--- src/rtl/ddr_trk_pkg.sv ---
package ddr_trk_pkg;

   typedef enum logic [3:0] {
      BK_IDLE = 4'd0,
      BK_ACTG = 4'd1,
      BK_ACTV = 4'd2,
      BK_RD   = 4'd3,
      BK_RDAP = 4'd4,
      BK_WR   = 4'd5,
      BK_WRAP = 4'd6,
      BK_WREC = 4'd7,
      BK_PCHG = 4'd8,
      BK_RFSH = 4'd9
   } bank_st_e;

   typedef enum logic [3:0] {
      C_DESL, C_NOP, C_BST, C_RD, C_WR, C_ACT, C_PRE, C_REF, C_MRS
   } cmd_e;

   // states in which a single-bank precharge is accepted
   function automatic logic pre_ok(input bank_st_e s);
      return (s == BK_IDLE) || (s == BK_PCHG) || (s == BK_ACTV) || (s == BK_RD);
   endfunction

endpackage

--- src/rtl/ddr_cmd_decode.sv ---
module ddr_cmd_decode
   import ddr_trk_pkg::*;
(
   input  logic cs_n,
   input  logic ras_n,
   input  logic cas_n,
   input  logic we_n,
   output cmd_e cmd
);

   always_comb begin
      if (cs_n) begin
         cmd = C_DESL;
      end else begin
         case ({ras_n, cas_n, we_n})
            3'b111:  cmd = C_NOP;
            3'b110:  cmd = C_BST;
            3'b101:  cmd = C_RD;
            3'b100:  cmd = C_WR;
            3'b011:  cmd = C_ACT;
            3'b010:  cmd = C_PRE;
            3'b001:  cmd = C_REF;
            default: cmd = C_MRS;
         endcase
      end
   end

endmodule

--- src/rtl/ddr_cmd_check.sv ---
module ddr_cmd_check
   import ddr_trk_pkg::*;
#(
   parameter int NUM_BANKS = 4,
   parameter int BA_W      = 2
) (
   input  cmd_e            cmd,
   input  logic [BA_W-1:0] ba,
   input  logic            a10,
   input  bank_st_e        st [NUM_BANKS],
   output logic            reject
);

   logic     any_rfsh, all_idle, all_pre_ok;
   bank_st_e tgt;

   always_comb begin
      any_rfsh   = 1'b0;
      all_idle   = 1'b1;
      all_pre_ok = 1'b1;
      for (int i = 0; i < NUM_BANKS; i++) begin
         any_rfsh   = any_rfsh | (st[i] == BK_RFSH);
         all_idle   = all_idle & (st[i] == BK_IDLE);
         all_pre_ok = all_pre_ok & pre_ok(st[i]);
      end
   end

   assign tgt = st[ba];

   always_comb begin
      reject = 1'b0;
      if (cmd != C_DESL && cmd != C_NOP && any_rfsh) begin
         reject = 1'b1;
      end else begin
         case (cmd)
            C_BST:   reject = (tgt == BK_RDAP) || (tgt == BK_WRAP);
            C_RD:    reject = !((tgt == BK_ACTV) || (tgt == BK_RD));
            C_WR:    reject = !((tgt == BK_ACTV) || (tgt == BK_WR) || (tgt == BK_WREC));
            C_ACT:   reject = (tgt != BK_IDLE);
            C_PRE:   reject = a10 ? !all_pre_ok : !pre_ok(tgt);
            C_REF,
            C_MRS:   reject = !all_idle;
            default: reject = 1'b0;
         endcase
      end
   end

endmodule

--- src/rtl/ddr_bank_fsm.sv ---
module ddr_bank_fsm
   import ddr_trk_pkg::*;
#(
   parameter int T_RCD  = 3,
   parameter int T_RP   = 3,
   parameter int T_RFC  = 10,
   parameter int T_WR   = 2,
   parameter int RD_LEN = 4,
   parameter int WR_LEN = 3,
   parameter int CNT_W  = 4
) (
   input  logic     clk,
   input  logic     rst_n,
   input  cmd_e     cmd,     // already filtered: rejected commands arrive as NOP
   input  logic     hit,
   input  logic     a10,
   output bank_st_e st
);

   localparam logic [CNT_W-1:0] LD_RCD  = CNT_W'(T_RCD - 1);
   localparam logic [CNT_W-1:0] LD_RP   = CNT_W'(T_RP - 1);
   localparam logic [CNT_W-1:0] LD_RFC  = CNT_W'(T_RFC - 1);
   localparam logic [CNT_W-1:0] LD_WR   = CNT_W'(T_WR - 1);
   localparam logic [CNT_W-1:0] LD_RD   = CNT_W'(RD_LEN - 1);
   localparam logic [CNT_W-1:0] LD_WB   = CNT_W'(WR_LEN - 1);
   localparam logic [CNT_W-1:0] LD_WAP  = CNT_W'(WR_LEN + T_WR - 1);

   bank_st_e         st_n;
   logic [CNT_W-1:0] cnt, cnt_n;
   logic             started, timed;

   assign timed = (st != BK_IDLE) && (st != BK_ACTV);

   always_comb begin
      st_n    = st;
      cnt_n   = cnt;
      started = 1'b0;
      if (hit) begin
         case (cmd)
            C_ACT: begin st_n = BK_ACTG; cnt_n = LD_RCD; started = 1'b1; end
            C_RD: begin
               st_n = a10 ? BK_RDAP : BK_RD; cnt_n = LD_RD; started = 1'b1;
            end
            C_WR: begin
               st_n    = a10 ? BK_WRAP : BK_WR;
               cnt_n   = a10 ? LD_WAP : LD_WB;
               started = 1'b1;
            end
            C_BST: if (st == BK_RD) begin st_n = BK_ACTV; started = 1'b1; end
            C_PRE: if (st != BK_IDLE && st != BK_PCHG) begin
               st_n = BK_PCHG; cnt_n = LD_RP; started = 1'b1;
            end
            C_REF: begin st_n = BK_RFSH; cnt_n = LD_RFC; started = 1'b1; end
            default: ;
         endcase
      end
      if (!started && timed) begin
         if (cnt == '0) begin
            case (st)
               BK_ACTG, BK_RD, BK_WREC: st_n = BK_ACTV;
               BK_RDAP, BK_WRAP: begin st_n = BK_PCHG; cnt_n = LD_RP; end
               BK_WR:   begin st_n = BK_WREC; cnt_n = LD_WR; end
               default: st_n = BK_IDLE;
            endcase
         end else begin
            cnt_n = cnt - 1'b1;
         end
      end
   end

   always_ff @(posedge clk) begin
      if (!rst_n) begin
         st  <= BK_IDLE;
         cnt <= '0;
      end else begin
         st  <= st_n;
         cnt <= cnt_n;
      end
   end

   p_act_from_idle_r2: assert property (@(posedge clk) disable iff (!rst_n)
      (st == BK_ACTG && $past(st) != BK_ACTG) |-> $past(st) == BK_IDLE);

   p_wap_to_pchg_r5: assert property (@(posedge clk) disable iff (!rst_n)
      ($past(st) == BK_WRAP && st != BK_WRAP) |-> st == BK_PCHG);

   p_idle_entry_r6: assert property (@(posedge clk) disable iff (!rst_n)
      (st == BK_IDLE && $past(st) != BK_IDLE) |->
         ($past(st) == BK_PCHG || $past(st) == BK_RFSH));

   p_rfsh_from_idle_r7: assert property (@(posedge clk) disable iff (!rst_n)
      (st == BK_RFSH && $past(st) != BK_RFSH) |-> $past(st) == BK_IDLE);

endmodule

--- src/rtl/ddr_bank_tracker.sv ---
module ddr_bank_tracker
   import ddr_trk_pkg::*;
#(
   parameter int NUM_BANKS = 4,
   parameter int BURST_LEN = 4,
   parameter int CAS_LAT   = 2,
   parameter int T_RCD     = 3,
   parameter int T_RP      = 3,
   parameter int T_RFC     = 10,
   parameter int T_WR      = 2,
   localparam int BA_W     = $clog2(NUM_BANKS)
) (
   input  logic                   clk,
   input  logic                   rst_n,
   input  logic                   cs_n,
   input  logic                   ras_n,
   input  logic                   cas_n,
   input  logic                   we_n,
   input  logic [BA_W-1:0]        ba,
   input  logic                   a10,
   output logic [4*NUM_BANKS-1:0] bank_state,
   output logic                   illegal
);

   localparam int RD_LEN = BURST_LEN / 2 + CAS_LAT;
   localparam int WR_LEN = 1 + BURST_LEN / 2;
   localparam int M1     = (T_RCD > T_RP) ? T_RCD : T_RP;
   localparam int M2     = (M1 > T_RFC) ? M1 : T_RFC;
   localparam int M3     = (M2 > RD_LEN) ? M2 : RD_LEN;
   localparam int MAX_T  = (M3 > WR_LEN + T_WR) ? M3 : WR_LEN + T_WR;
   localparam int CNT_W  = $clog2(MAX_T + 1);

   initial begin : elab_chk
      assert (NUM_BANKS >= 2 && NUM_BANKS == (1 << BA_W))
         else $error("NUM_BANKS must be a power of two, at least 2");
      assert (BURST_LEN >= 2 && BURST_LEN % 2 == 0)
         else $error("BURST_LEN must be even");
      assert (CAS_LAT >= 1 && T_RCD >= 1 && T_RP >= 1 && T_RFC >= 1 && T_WR >= 1)
         else $error("timing counts must be at least 1");
   end

   cmd_e     cmd, cmd_eff;
   logic     reject, illegal_q;
   bank_st_e st [NUM_BANKS];

   ddr_cmd_decode u_dec (
      .cs_n (cs_n), .ras_n(ras_n), .cas_n(cas_n), .we_n(we_n), .cmd(cmd)
   );

   ddr_cmd_check #(.NUM_BANKS(NUM_BANKS), .BA_W(BA_W)) u_chk (
      .cmd(cmd), .ba(ba), .a10(a10), .st(st), .reject(reject)
   );

   assign cmd_eff = reject ? C_NOP : cmd;

   for (genvar i = 0; i < NUM_BANKS; i++) begin : g_bank
      logic hit;
      assign hit = (ba == BA_W'(i)) || (cmd_eff == C_PRE && a10) || (cmd_eff == C_REF);

      ddr_bank_fsm #(
         .T_RCD(T_RCD), .T_RP(T_RP), .T_RFC(T_RFC), .T_WR(T_WR),
         .RD_LEN(RD_LEN), .WR_LEN(WR_LEN), .CNT_W(CNT_W)
      ) u_fsm (
         .clk(clk), .rst_n(rst_n), .cmd(cmd_eff), .hit(hit), .a10(a10), .st(st[i])
      );

      assign bank_state[4*i +: 4] = st[i];

      p_rfsh_lockstep_r7: assert property (@(posedge clk) disable iff (!rst_n)
         (st[i] == BK_RFSH) |-> (st[0] == BK_RFSH));

      p_reject_starts_nothing_r10: assert property (@(posedge clk) disable iff (!rst_n)
         illegal_q |-> !(st[i] == BK_ACTG && $past(st[i]) == BK_IDLE));
   end

   always_ff @(posedge clk) begin
      if (!rst_n) illegal_q <= 1'b0;
      else        illegal_q <= reject;
   end

   assign illegal = illegal_q;

endmodule

--- config.mk ---
export PLATFORM = sky130hd
export DESIGN_NAME = ddr_bank_tracker
export DESIGN_NICKNAME = d
export VERILOG_FILES = /design/src/rtl/ddr_trk_pkg.sv /design/src/rtl/ddr_cmd_decode.sv /design/src/rtl/ddr_cmd_check.sv /design/src/rtl/ddr_bank_fsm.sv /design/src/rtl/ddr_bank_tracker.sv
export SDC_FILE = /design/constraint.sdc
export NUM_CORES = 1
export LEC_CHECK = 0
export BUFFER_PORTS_ARGS = -buffer_cell sky130_fd_sc_hd__buf_4
export CORE_UTILIZATION = 49
export DETAILED_ROUTE_END_ITERATION = 6
export PLACE_DENSITY_LB_ADDON = 0.05
export REMOVE_ABC_BUFFERS = 1
export SLEW_MARGIN = 30
export SYNTH_ARGS = -nofsm -noshare
export SYNTH_HDL_FRONTEND = slang
export SYNTH_SLANG_ARGS = --single-unit
export TNS_END_PERCENT = 10
--- constraint.sdc ---
create_clock -name clk -period 3.1 [get_ports clk]
set_input_delay 0.465 -clock clk [delete_from_list [all_inputs] [get_ports clk]]
set_output_delay 0.465 -clock clk [all_outputs]
set_load 0.005 [all_outputs]
==> impl_metrics.py <==
metrics = {
    "setup_path": {
        "reg2reg_depth": 9,
        "worst-endpoint-arrival_ns": 3.25,
        "rr_startpoint": "g_bank[2].u_fsm.st[0]",
        "rrSetupSlack_ns": 0.08,
        "cp_max_fo": 14,
        "critPathKind": "flop to flop",
        "r2r_end": "g_bank[3].u_fsm.st[0]",
        "end_kind": "flop",
        "worst_ep_required_time_ns": 3.34,
        "start_kind": "flop",
    },
    "sta": {
        "fin_skew_ns": 0.006699,
        "finalCriticalPeriod_ns": 3.019,
        "rsz0062_at_grt": "false",
        "worst_slack_ns": 0.08122,
        "hold_viol": 0,
        "setup_viol": 0,
        "drv_slew": 0,
        "holdWs_ns": 0.4121,
        "worstMarginPinSlew_ns": 0.6870,
        "finalCritPeriodShare_pct": 97.38,
        "maxSlewHeadroom_pct": 54.20,
        "fmax_mhz": 331.3,
    },
    "worst_hold_path": {
        "hold_depth": 2,
        "hold_path_class": "input port to flop",
        "hold_end": "illegal",
        "hold_start": "cs_n",
    },
    "route": {
        "vias_per_cell": 6.570,
        "drc": 0,
        "via_count": 3633,
        "routed_wl_mm": 10.72,
        "ant_nets": 0,
        "wire_per_inst_um": 19.39,
        "dr.pass1.iters": 5,
        "first_iter_violations": 376,
    },
    "yosys": {
        "synth_edf_count": 0,
        "synth_warnings": 0,
        "synth.distinct_cells": 75,
        "synth_seq_area_share_pct": 21.09,
        "synth_seq_cells": 33,
        "syn_area_per_cell_sq_um": 7.474,
        "async_flop_share_pct": 0,
        "syn_area_sq_um": 3132,
        "postSynthCellCount": 419,
        "synth_ff_type": "dfxtp_1",
    },
    "floorplanning": {
        "fp.coreArea_sq_um": 6026,
        "die_h_um": 81.95,
        "rows": 28,
        "start_util_pct": 51.97,
        "fp.dieW_um": 81.95,
        "io_pins": 26,
        "die_area_sq_um": 6715,
    },
    "cts": {
        "numCtsBuffers": 5,
        "root_buffer": "clkbuf_8",
        "clk_path_buf_depth": 2,
        "cts_sinks": 33,
        "clk_latency_ns": 0.29,
        "cts_tree": "yes",
        "clk_pin_slew_ns": 0.07,
        "h-tree-depth": 2,
    },
    "placed_design": {
        "post-dp-hpwl_mm": 8.048,
        "pre_cts_slack_ns": -0.01618,
        "portBuffers": 25,
        "gp_routability_congestion": 1.006,
    },
    "grt": {
        "grt_overflow": 0,
        "grt_pass1_wl_mm": 16.74,
        "track_usage_pct": 33.42,
        "antenna_found_initial": 0,
        "first_global_vias": 3268,
        "grt_max_degree": 26,
    },
    "pwr": {
        "power.leakage_nw": 1.430,
        "finalPower_mw": 3.266,
        "p_per_area_nw_per_um2": 866.3,
        "peakVddDrop_mv": 0.5316,
    },
    "finish": {
        "area_delta_synth_final_pct": 20.38,
        "layout.cells.most_common": "buf_4",
        "mostFrequentLayoutCells": "78 x buf_4, 43 x nor2_1, 39 x a21oi_1, 33 x dfxtp_1, 30 x nand2_1",
        "drive_gt1_share_pct": 23.22,
        "diodes": 0,
        "layout.nets": 490,
    },
    "run_status": {
        "outcome": "complete, no violations",
    },
    "flow_run": {
        "drv_cap": 0,
    },
}
cell type report:
cell class              count  area, sq um
well taps                  75        93.84
multi-input cells         341         2266
inverters                  17        63.81
fillers                   580         2256
clock buffers               8        80.08
repair buffers             79        605.6
flip-flops and latches     33        660.6
worst max-delay path, stage by stage, from the launching register on:
cell	delay, ns
dfxtp_1	0.37
nor3_1	0.34
a21oi_1	0.10
or4_1	0.59
o41ai_1	0.57
buf_4	0.21
a31oi_4	0.04
o32ai_4	0.31
o31ai_1	0.18
o21ba_1	0.24
power by group:
group / leakage [nW] / switching, mW / internal, mW
combinational: 1.12 / 1.23 / 1.00
clock: 0.0395 / 0.168 / 0.160
sequential: 0.269 / 0.150 / 0.560
total: 1.43 / 1.54 / 1.72
cells in the mapped netlist (7+ instances only):
cell type	count	share of area, %
nor2_1	43	5.2
a21oi_1	39	6.2
dfxtp_1	33	21
nand2_1	30	3.6
nor3_1	21	3.4
o21ai_0	18	2.9
inv_1	16	1.9
nand2b_1	15	3.0
clkbuf_1	14	1.7
nand3_1	12	1.9
o31ai_1	10	2.4
or3_1	10	2.0
o21a_1	8	1.9
and2_1	7	1.4
and3_1	7	1.4
buf_2	7	1.1
layer usage:
metal | global-route usage [%] | routed length, um
met5 | 0 | 0
met3 | 5.333 | 972
met4 | 11.05 | 318
met1 | 47.04 | 4810
met2 | 51.24 | 4622
kinds of logic (layout without fill, tap and decap cells):
group	after synthesis	after routing	share of synthesized area (%)
AOI/OAI and AO/OA	145	145	33.68
muxes	9	9	4.515
buffers and inverters	45	104	6.872
adders and majority gates	4	4	1.598
DFF	33	33	21.09
and+or+nand+nor	183	183	32.24
how the worst max path moves through the flow:
stage | startpoint | to | depth (start not counted)
after floorplan | ba[1] | g_bank[1].u_fsm.st[2] | 8
after global placement | ba[1] | g_bank[1].u_fsm.cnt[0] | 10
after detailed placement | ba[1] | g_bank[2].u_fsm.cnt[0] | 11
after CTS | g_bank[3].u_fsm.st[0] | g_bank[3].u_fsm.st[1] | 9
after global routing | g_bank[3].u_fsm.st[0] | g_bank[3].u_fsm.st[1] | 9
final | g_bank[2].u_fsm.st[0] | g_bank[3].u_fsm.st[0] | 9
timing repair:
action | CTS | global route
resized for setup | 0 | 2
setup buffers | 0 | 0
hold buffers | 0 | 0
endpoints found under the setup margin | 0 | 4
registers in the layout, summed over array words and instances, names as in the netlist:
signal and flops:
g_bank.u_fsm.cnt 16, g_bank.u_fsm.st 16, illegal 1
per-stage QoR:
step / cell area (sq um) / setup TNS, ns / utilization (%) / instances
after detailed placement: 3680 / -0.04488 / 61.07 / 545
after CTS: 3760 / 0 / 62.40 / 553
final: 3770 / 0 / 62.56 / 553
after floorplan: 2980 / -3.327 / - / 391
after global routing: 3770 / 0 / 62.56 / 553
after global placement: 3680 / 0 / 61.07 / 545
(Power assumes the default switching activity.)
